==> config.mk <==
export PLATFORM = sky130hd
export DESIGN_NAME = adc_seq_ctrl
export DESIGN_NICKNAME = d
export VERILOG_FILES = /design/src/rtl/adc_seq_pkg.sv /design/src/rtl/adc_trig_detect.sv /design/src/rtl/adc_recovery_timer.sv /design/src/rtl/adc_flag_bank.sv /design/src/rtl/adc_seq_ctrl.sv
export SDC_FILE = /design/constraint.sdc
export NUM_CORES = 1
export LEC_CHECK = 0
export BUFFER_PORTS_ARGS = -buffer_cell sky130_fd_sc_hd__buf_2
export CORE_MARGIN = 5
export CORE_UTILIZATION = 45
export DETAILED_ROUTE_END_ITERATION = 16
export GPL_ROUTABILITY_DRIVEN = 0
export HOLD_SLACK_MARGIN = 0.03
export PLACE_DENSITY = 0.6
export SLEW_MARGIN = 10
export SYNTH_ARGS = -nofsm -noshare
export SYNTH_HDL_FRONTEND = slang
export SYNTH_SLANG_ARGS = --single-unit
==> constraint.sdc <==
create_clock -name clk -period 3.3 [get_ports clk]
set_input_delay 0.165 -clock clk [delete_from_list [all_inputs] [get_ports clk]]
set_output_delay 0.165 -clock clk [all_outputs]
set_load 0.02 [all_outputs]
==> src/rtl/adc_seq_pkg.sv <==
// Shared constants for the ADC sequence controller.
// Assumes the bus address is 5 bits wide and read data is 16 bits wide.
package adc_seq_pkg;
    localparam int ADDR_W     = 5;
    localparam int RDATA_W    = 16;
    localparam int INV_BIT    = 15;

    localparam logic [ADDR_W-1:0] ADDR_CTRL  = 5'd0;
    localparam logic [ADDR_W-1:0] ADDR_STAT  = 5'd1;
    localparam logic [ADDR_W-1:0] ADDR_START = 5'd2;

    // Control register bit positions
    localparam int B_PWR   = 7;
    localparam int B_FAST  = 6;
    localparam int B_WAIT  = 5;
    localparam int B_LEVEL = 4;
    localparam int B_POL   = 3;
    localparam int B_TRIG  = 2;
    localparam int B_IE    = 1;
    localparam int B_FLAG  = 0;

    typedef enum logic [1:0] {
        SEQ_IDLE = 2'd0,
        SEQ_REQ  = 2'd1,
        SEQ_BUSY = 2'd2
    } seq_state_t;
endpackage

==> src/rtl/adc_trig_detect.sv <==
// Synchronises the external trigger pin through two flops and reports an
// edge or level event selected by the mode and polarity inputs.
// Assumes the pin is asynchronous; the event is combinational from flops.
module adc_trig_detect (
    input  logic clk,
    input  logic rst_n,
    input  logic pin,
    input  logic level_mode,
    input  logic pol_high,
    output logic evt
);
    logic s1_q, s2_q, s3_q;

    // Synchroniser chain plus one history flop for edge detection
    always_ff @(posedge clk) begin
        if (!rst_n) begin
            s1_q <= 1'b0;
            s2_q <= 1'b0;
            s3_q <= 1'b0;
        end else begin
            s1_q <= pin;
            s2_q <= s1_q;
            s3_q <= s2_q;
        end
    end

    // Pick level or edge, rising/high or falling/low
    always_comb begin
        if (level_mode)
            evt = pol_high ? s2_q : !s2_q;
        else
            evt = pol_high ? (s2_q && !s3_q) : (!s2_q && s3_q);
    end
endmodule

==> src/rtl/adc_recovery_timer.sv <==
// Counts cycles since converter power was applied and reports when the
// analog recovery time has passed. Restarts whenever power is removed.
module adc_recovery_timer #(
    parameter int RECOVER_CYC = 16
) (
    input  logic clk,
    input  logic rst_n,
    input  logic powered,
    output logic done
);
    localparam int REC_W = $clog2(RECOVER_CYC + 1);
    localparam logic [REC_W-1:0] REC_MAX = REC_W'(RECOVER_CYC);

    logic [REC_W-1:0] cnt_q;

    // Saturating up-counter cleared while unpowered
    always_ff @(posedge clk) begin
        if (!rst_n || !powered)
            cnt_q <= '0;
        else if (cnt_q != REC_MAX)
            cnt_q <= cnt_q + 1'b1;
    end

    assign done = powered && (cnt_q == REC_MAX);
endmodule

==> src/rtl/adc_flag_bank.sv <==
// Result storage and per-channel complete flags with both clearing modes.
// Assumes at most one store and one bus access per cycle; a store wins
// over a clear of the same channel in the same cycle.
module adc_flag_bank #(
    parameter int NUM_CH = 8,
    parameter int DATA_W = 10
) (
    input  logic                      clk,
    input  logic                      rst_n,
    input  logic                      store_en,
    input  logic [$clog2(NUM_CH)-1:0] store_ch,
    input  logic [DATA_W-1:0]         store_data,
    input  logic                      store_inv,
    input  logic                      fast_clr,
    input  logic                      stat_rd,
    input  logic                      res_rd,
    input  logic                      res_wr,
    input  logic [$clog2(NUM_CH)-1:0] res_ch,
    output logic [NUM_CH-1:0]         ccf,
    output logic [DATA_W-1:0]         res_data,
    output logic                      res_inv
);
    logic [DATA_W-1:0] res_q [NUM_CH];
    logic [NUM_CH-1:0] inv_q;
    logic [NUM_CH-1:0] ccf_q;
    logic              armed_q;
    logic              clr_hit;

    // A result access that clears its channel's flag under the current mode
    assign clr_hit = fast_clr ? (res_rd || res_wr) : (res_rd && armed_q);

    // Result and invalid-mark storage
    always_ff @(posedge clk) begin
        if (!rst_n) begin
            for (int i = 0; i < NUM_CH; i++) res_q[i] <= '0;
            inv_q <= '0;
        end else if (store_en) begin
            res_q[store_ch] <= store_data;
            inv_q[store_ch] <= store_inv;
        end
    end

    // Complete flags: set on store, cleared by a qualifying access
    always_ff @(posedge clk) begin
        if (!rst_n) begin
            ccf_q <= '0;
        end else begin
            for (int i = 0; i < NUM_CH; i++) begin
                if (store_en && store_ch == i[$clog2(NUM_CH)-1:0])
                    ccf_q[i] <= 1'b1;
                else if (clr_hit && res_ch == i[$clog2(NUM_CH)-1:0])
                    ccf_q[i] <= 1'b0;
            end
        end
    end

    // Status-read arming for the normal two-step clear
    always_ff @(posedge clk) begin
        if (!rst_n)
            armed_q <= 1'b0;
        else if (stat_rd)
            armed_q <= 1'b1;
        else if (res_rd && !fast_clr)
            armed_q <= 1'b0;
    end

    assign ccf      = ccf_q;
    assign res_data = res_q[res_ch];
    assign res_inv  = inv_q[res_ch];
endmodule

==> src/rtl/adc_seq_ctrl.sv <==
// Top of the ADC sequence controller: control register, sequence state
// machine, power/wait gating and bus read mux.
// Assumes NUM_CH <= 15 so the status word fits in 16 bits, and that the
// converter answers each request with one conv_done pulse.
module adc_seq_ctrl
    import adc_seq_pkg::*;
#(
    parameter int NUM_CH      = 8,
    parameter int DATA_W      = 10,
    parameter int RECOVER_CYC = 16,
    parameter int TRIG_CH     = 7
) (
    input  logic                      clk,
    input  logic                      rst_n,
    input  logic                      bus_wr,
    input  logic                      bus_rd,
    input  logic [ADDR_W-1:0]         bus_addr,
    input  logic [7:0]                bus_wdata,
    output logic [RDATA_W-1:0]        bus_rdata,
    input  logic                      wait_mode,
    input  logic                      ext_trig,
    output logic                      conv_pwr,
    output logic                      conv_req,
    output logic [$clog2(NUM_CH)-1:0] conv_ch,
    input  logic                      conv_done,
    input  logic [DATA_W-1:0]         conv_data,
    output logic                      irq
);
    localparam int CH_W = $clog2(NUM_CH);
    localparam logic [CH_W-1:0] LAST_CH = CH_W'(NUM_CH - 1);
    localparam logic [CH_W-1:0] TRIG_IX = CH_W'(TRIG_CH);

    logic [7:0]       ctrl_q;
    seq_state_t       state_q;
    logic [CH_W-1:0]  cur_ch_q;
    logic             resume_inv_q;

    logic ctrl_wr, start_wr, stat_rd, res_hit, res_rd, res_wr;
    logic halted, rec_done, run_ok, trig_evt, start_evt;
    logic store_en, store_inv, seq_done;
    logic [CH_W-1:0]   res_ch;
    logic [NUM_CH-1:0] ccf;
    logic [DATA_W-1:0] res_data;
    logic              res_inv;

    // Bus decode
    assign ctrl_wr  = bus_wr && bus_addr == ADDR_CTRL;
    assign start_wr = bus_wr && bus_addr == ADDR_START;
    assign stat_rd  = bus_rd && bus_addr == ADDR_STAT;
    assign res_hit  = bus_addr[4] && (bus_addr[3:0] < 4'(NUM_CH));
    assign res_rd   = bus_rd && res_hit;
    assign res_wr   = bus_wr && res_hit;
    assign res_ch   = CH_W'(bus_addr[3:0]);

    // Power and run gating
    assign halted   = wait_mode && ctrl_q[B_WAIT];
    assign conv_pwr = ctrl_q[B_PWR] && !halted;
    assign run_ok   = conv_pwr && rec_done;

    assign start_evt = (start_wr || (ctrl_q[B_TRIG] && trig_evt)) && run_ok
                       && !ctrl_wr && state_q == SEQ_IDLE;
    assign conv_req  = state_q == SEQ_REQ && run_ok;
    assign conv_ch   = cur_ch_q;
    assign store_en  = state_q == SEQ_BUSY && conv_done && !halted && !ctrl_wr;
    assign store_inv = resume_inv_q || (ctrl_q[B_TRIG] && cur_ch_q == TRIG_IX);
    assign seq_done  = store_en && cur_ch_q == LAST_CH;
    assign irq       = ctrl_q[B_FLAG] && ctrl_q[B_IE];

    adc_trig_detect u_trig (
        .clk        (clk),
        .rst_n      (rst_n),
        .pin        (ext_trig),
        .level_mode (ctrl_q[B_LEVEL]),
        .pol_high   (ctrl_q[B_POL]),
        .evt        (trig_evt)
    );

    adc_recovery_timer #(.RECOVER_CYC(RECOVER_CYC)) u_rec (
        .clk     (clk),
        .rst_n   (rst_n),
        .powered (conv_pwr),
        .done    (rec_done)
    );

    adc_flag_bank #(.NUM_CH(NUM_CH), .DATA_W(DATA_W)) u_flags (
        .clk        (clk),
        .rst_n      (rst_n),
        .store_en   (store_en),
        .store_ch   (cur_ch_q),
        .store_data (conv_data),
        .store_inv  (store_inv),
        .fast_clr   (ctrl_q[B_FAST]),
        .stat_rd    (stat_rd),
        .res_rd     (res_rd),
        .res_wr     (res_wr),
        .res_ch     (res_ch),
        .ccf        (ccf),
        .res_data   (res_data),
        .res_inv    (res_inv)
    );

    // Control register: plain fields written, flag set on completion, W1C
    always_ff @(posedge clk) begin
        if (!rst_n) begin
            ctrl_q <= '0;
        end else if (ctrl_wr) begin
            ctrl_q[7:1]    <= bus_wdata[7:1];
            ctrl_q[B_FLAG] <= ctrl_q[B_FLAG] && !bus_wdata[B_FLAG];
        end else if (seq_done) begin
            ctrl_q[B_FLAG] <= 1'b1;
        end
    end

    // Sequence state machine; a control write always returns to idle
    always_ff @(posedge clk) begin
        if (!rst_n) begin
            state_q  <= SEQ_IDLE;
            cur_ch_q <= '0;
        end else if (ctrl_wr) begin
            state_q <= SEQ_IDLE;
        end else begin
            case (state_q)
                SEQ_IDLE: if (start_evt) begin
                    state_q  <= SEQ_REQ;
                    cur_ch_q <= '0;
                end
                SEQ_REQ:  if (conv_req) state_q <= SEQ_BUSY;
                SEQ_BUSY: begin
                    if (halted) begin
                        state_q <= SEQ_REQ;
                    end else if (conv_done) begin
                        if (cur_ch_q == LAST_CH) begin
                            state_q <= SEQ_IDLE;
                        end else begin
                            cur_ch_q <= cur_ch_q + 1'b1;
                            state_q  <= SEQ_REQ;
                        end
                    end
                end
                default:  state_q <= SEQ_IDLE;
            endcase
        end
    end

    // Marks the first result after a wait-mode halt as invalid
    always_ff @(posedge clk) begin
        if (!rst_n || ctrl_wr)
            resume_inv_q <= 1'b0;
        else if (halted && state_q != SEQ_IDLE)
            resume_inv_q <= 1'b1;
        else if (store_en)
            resume_inv_q <= 1'b0;
    end

    // Read data mux
    always_comb begin
        bus_rdata = '0;
        if (bus_rd) begin
            if (bus_addr == ADDR_CTRL) begin
                bus_rdata[7:0] = ctrl_q;
            end else if (bus_addr == ADDR_STAT) begin
                bus_rdata[NUM_CH-1:0] = ccf;
                bus_rdata[NUM_CH]     = state_q != SEQ_IDLE;
            end else if (res_hit) begin
                bus_rdata[DATA_W-1:0] = res_data;
                bus_rdata[INV_BIT]    = res_inv;
            end
        end
    end
endmodule

==> impl_metrics.py <==
metrics = {
    "clock_network": {
        "clk_latency_ns": 0.43,
        "cts_tree": "built",
        "clk_pin_slew_worst_paths_ns": 0.06,
        "cts_buffers": 17,
        "cts_root_buffer": "clkbuf_16",
        "cts_max_level": 4,
        "cts_buffer_depth": 2,
        "clock_sinks": 119,
        "post-cts-setup-buffer-count": 0,
    },
    "place": {
        "place_hpwl_um": 10370,
        "numPortBuffers": 46,
        "pre_cts_ws_ns": 0.9017,
    },
    "critical_path": {
        "crit_arrival_ns": 2.34,
        "cp_max_fo": 10,
        "start_kind": "flop",
        "cpMaxStageDelayCell": "nand2_1",
        "path_buf_inv": 0,
        "crit_type": "flop to flop",
        "cpPeakStageDelay_ns": 0.40,
        "crit_family": "simple AND/OR/NAND/NOR gates",
        "cp_data_required_time_ns": 3.37,
        "path_cells": "nor2b_1 > o2111ai_4 > nor2_1 > nand3_1 > nand2_1",
        "endpoint_kind": "flop",
    },
    "floorplan": {
        "die-area_um2": 15470,
        "num_io_pins": 52,
        "coreArea_um2": 12720,
        "die_w_um": 124.4,
        "start_util_pct": 46.28,
        "rows": 41,
        "die_y_um": 124.4,
    },
    "grt": {
        "gr-total-overflow": 0,
        "grt_pass1_wl_um": 23200,
        "antenna_found_initial": 0,
        "grt_pass1_vias": 4132,
        "grt_start_max_net_pins": 45,
        "grt_usage_pct": 19.45,
    },
    "timing": {
        "hold_viol": 0,
        "fin_tns_setup_ns": 0,
        "skew_ns": 0.01131,
        "min_period_ns": 2.273,
        "fin_crit_sh_pct": 68.87,
        "fin_ws_ns": 1.027,
        "slew_headroom_pct": 37.21,
        "worst_slew_pin_slew_ns": 0.9341,
        "max_freq_mhz": 440.0,
        "grt_setup_unrepaired": "false",
        "finalSetupViolations": 0,
        "slew_violations": 0,
    },
    "outcome": {
        "status": "finished clean",
    },
    "power": {
        "irDropWorstVdd_mv": 0.3620,
        "power-per-cell-area_nw_per_um2": 523.8,
        "leakage_nw": 2.604,
    },
    "layout": {
        "syn_to_final_growth_pct": 17.38,
        "num_antenna_cells": 0,
        "drive_above_1_share_pct": 19.36,
        "fin_nets": 619,
        "utilization_pct": 54.33,
    },
    "drt": {
        "viasPerCell": 5.427,
        "num_vias": 4157,
        "drt_pre_antenna_iters": 4,
        "drt-initial-drc-count": 466,
        "drtAntennaViolNets": 0,
        "detail_route.wl_per_cell_um": 18.83,
        "drc": 0,
        "wl_um": 14420,
    },
    "logic_synthesis": {
        "avgSynthCellArea_um2": 11.19,
        "yosysWarnings": 0,
        "ys_types": 56,
        "synthArstFlopShare_pct": 0,
        "syn_inst": 526,
        "synth_ff_type": "edfxtp_1",
        "ys_seq_area_share_pct": 54.06,
        "ys_ff_latch": 119,
        "netlist_area_um2": 5888,
        "synth-edff-count": 80,
    },
    "worst_hold_path": {
        "hp-class": "input pin to flop",
    },
    "run": {
        "maxCapViolations": 0,
    },
}
## timing repair
action | 4_1_cts | 5_1_grt
hold buffers | 9 | 0
hold endpoints to repair | 9 | 0
resized for setup | 0 | 0
## cells in the final DEF, fill, tap and decap left out, types with 6 or more instances in the layout
cell and instances:
ha_1 8, and2_1 86, mux2i_1 20, buf_2 46, inv_6 6, a21oi_1 26, a21boi_0 14, mux4_2 6
nand2_1 52, dlygate4sd3_1 9, o211ai_1 7, inv_1 9, mux2_2 12, nor2b_1 9, nor2_1 13, dfxtp_1 39
o21ai_0 20, clkbuf_16 17, nand3_1 17, o22ai_1 8, a211oi_1 11, edfxtp_1 80
## per-layer routing
metal  vias up  part of all wire [%]  track usage (%)
li1       2002                     -                -
met1      2015                    47            27.25
met2       124                    44            27.48
met3        16                   7.1            7.333
met4         0                   1.4            6.899
met5         -                     0                0
## Yosys cell counts (all sizes together) (6+ instances only)
master,count,share of area (%)
and2,86,9.1
edfxtp,80,41
nand2,53,3.4
dfxtp,39,13
a21oi,26,2.2
o21ai,21,1.8
mux2i,20,3.4
buf,18,1.9
nand3,18,1.7
nor2,17,1.5
a21boi,14,1.8
mux2,12,2.3
a211oi,11,1.4
clkbuf,11,0.70
inv,9,0.57
nor2b,9,0.96
nor3,9,1.2
ha,8,1.7
o22ai,8,0.85
o211ai,7,0.89
mux4,6,2.3
nor4,6,0.85
## final timing paths
| check | slack, ns | endpoint | cells after the start | start |
|---|---|---|---|---|
| worst max-delay path | 1.03 | u_flags.res_q[4][4] | 5 | state_q[1] |
| worst min-delay path | 0.09 | ctrl_q[0] | 4 | bus_wdata[0] |
| worst max register to register | 1.03 | u_flags.res_q[4][4] | 5 | state_q[1] |
| worst min register to register | 0.46 | u_flags.inv_q[4] | 2 | u_flags.inv_q[4] |
## state kept, by name, summed over array words and instances (netlist names), 2 cells and up
name	cells
u_flags.res_q	80
ctrl_q	8
u_flags.ccf	8
u_flags.inv_q	8
u_rec.cnt_q	5
conv_ch	3
state_q	2
## final cells by class
type / count / area (um2)
Tap cell: 172 / 215.2
Fill cell: 1137 / 5811
Clock buffer: 18 / 429.2
Inverter: 10 / 37.54
Multi-Input combinational cell: 372 / 2529
Clock inverter: 14 / 140.1
Timing Repair Buffer: 61 / 377.9
Sequential cell: 119 / 3183
## cells by family (layout without fill, tap and decap cells)
family,after synthesis,after routing,synth area share (%)
compound gates,104,104,11.60
xor+xnor,6,6,0.8926
buf+inv,39,103,3.251
flops,119,119,54.06
mux,38,38,7.990
simple gates,211,211,20.44
other cells,1,5,0.06369
fa+ha+maj,8,8,1.700
## metrics by stage
step | power (mW) | instance area [um2] | hold slack [ns] | std cells
after floorplan | 1.787 | 5903 | 0.2771 | 530
after global placement | 1.863 | 6252 | 0.3729 | 725
after detailed placement | 1.867 | 6252 | 0.3802 | 725
after CTS | 3.641 | 6912 | 0.06966 | 766
after global routing | 3.756 | 6912 | 0.1184 | 766
final | 3.620 | 6912 | 0.08780 | 766
## power by group
| part | switching [mW] | internal, mW | leakage, nW |
|---|---|---|---|
| registers | 0.0113 | 1.62 | 1.14 |
| logic | 0.138 | 0.0757 | 1.19 |
| clock network | 0.721 | 1.05 | 0.275 |
## tightest hold or removal path, cell delays in order
cell and delay [ns]:
buf_2 0.09, nand2_1 0.05, a21oi_1 0.06, nor2b_1 0.09
Note: power is estimated with default switching activity, not from simulation.
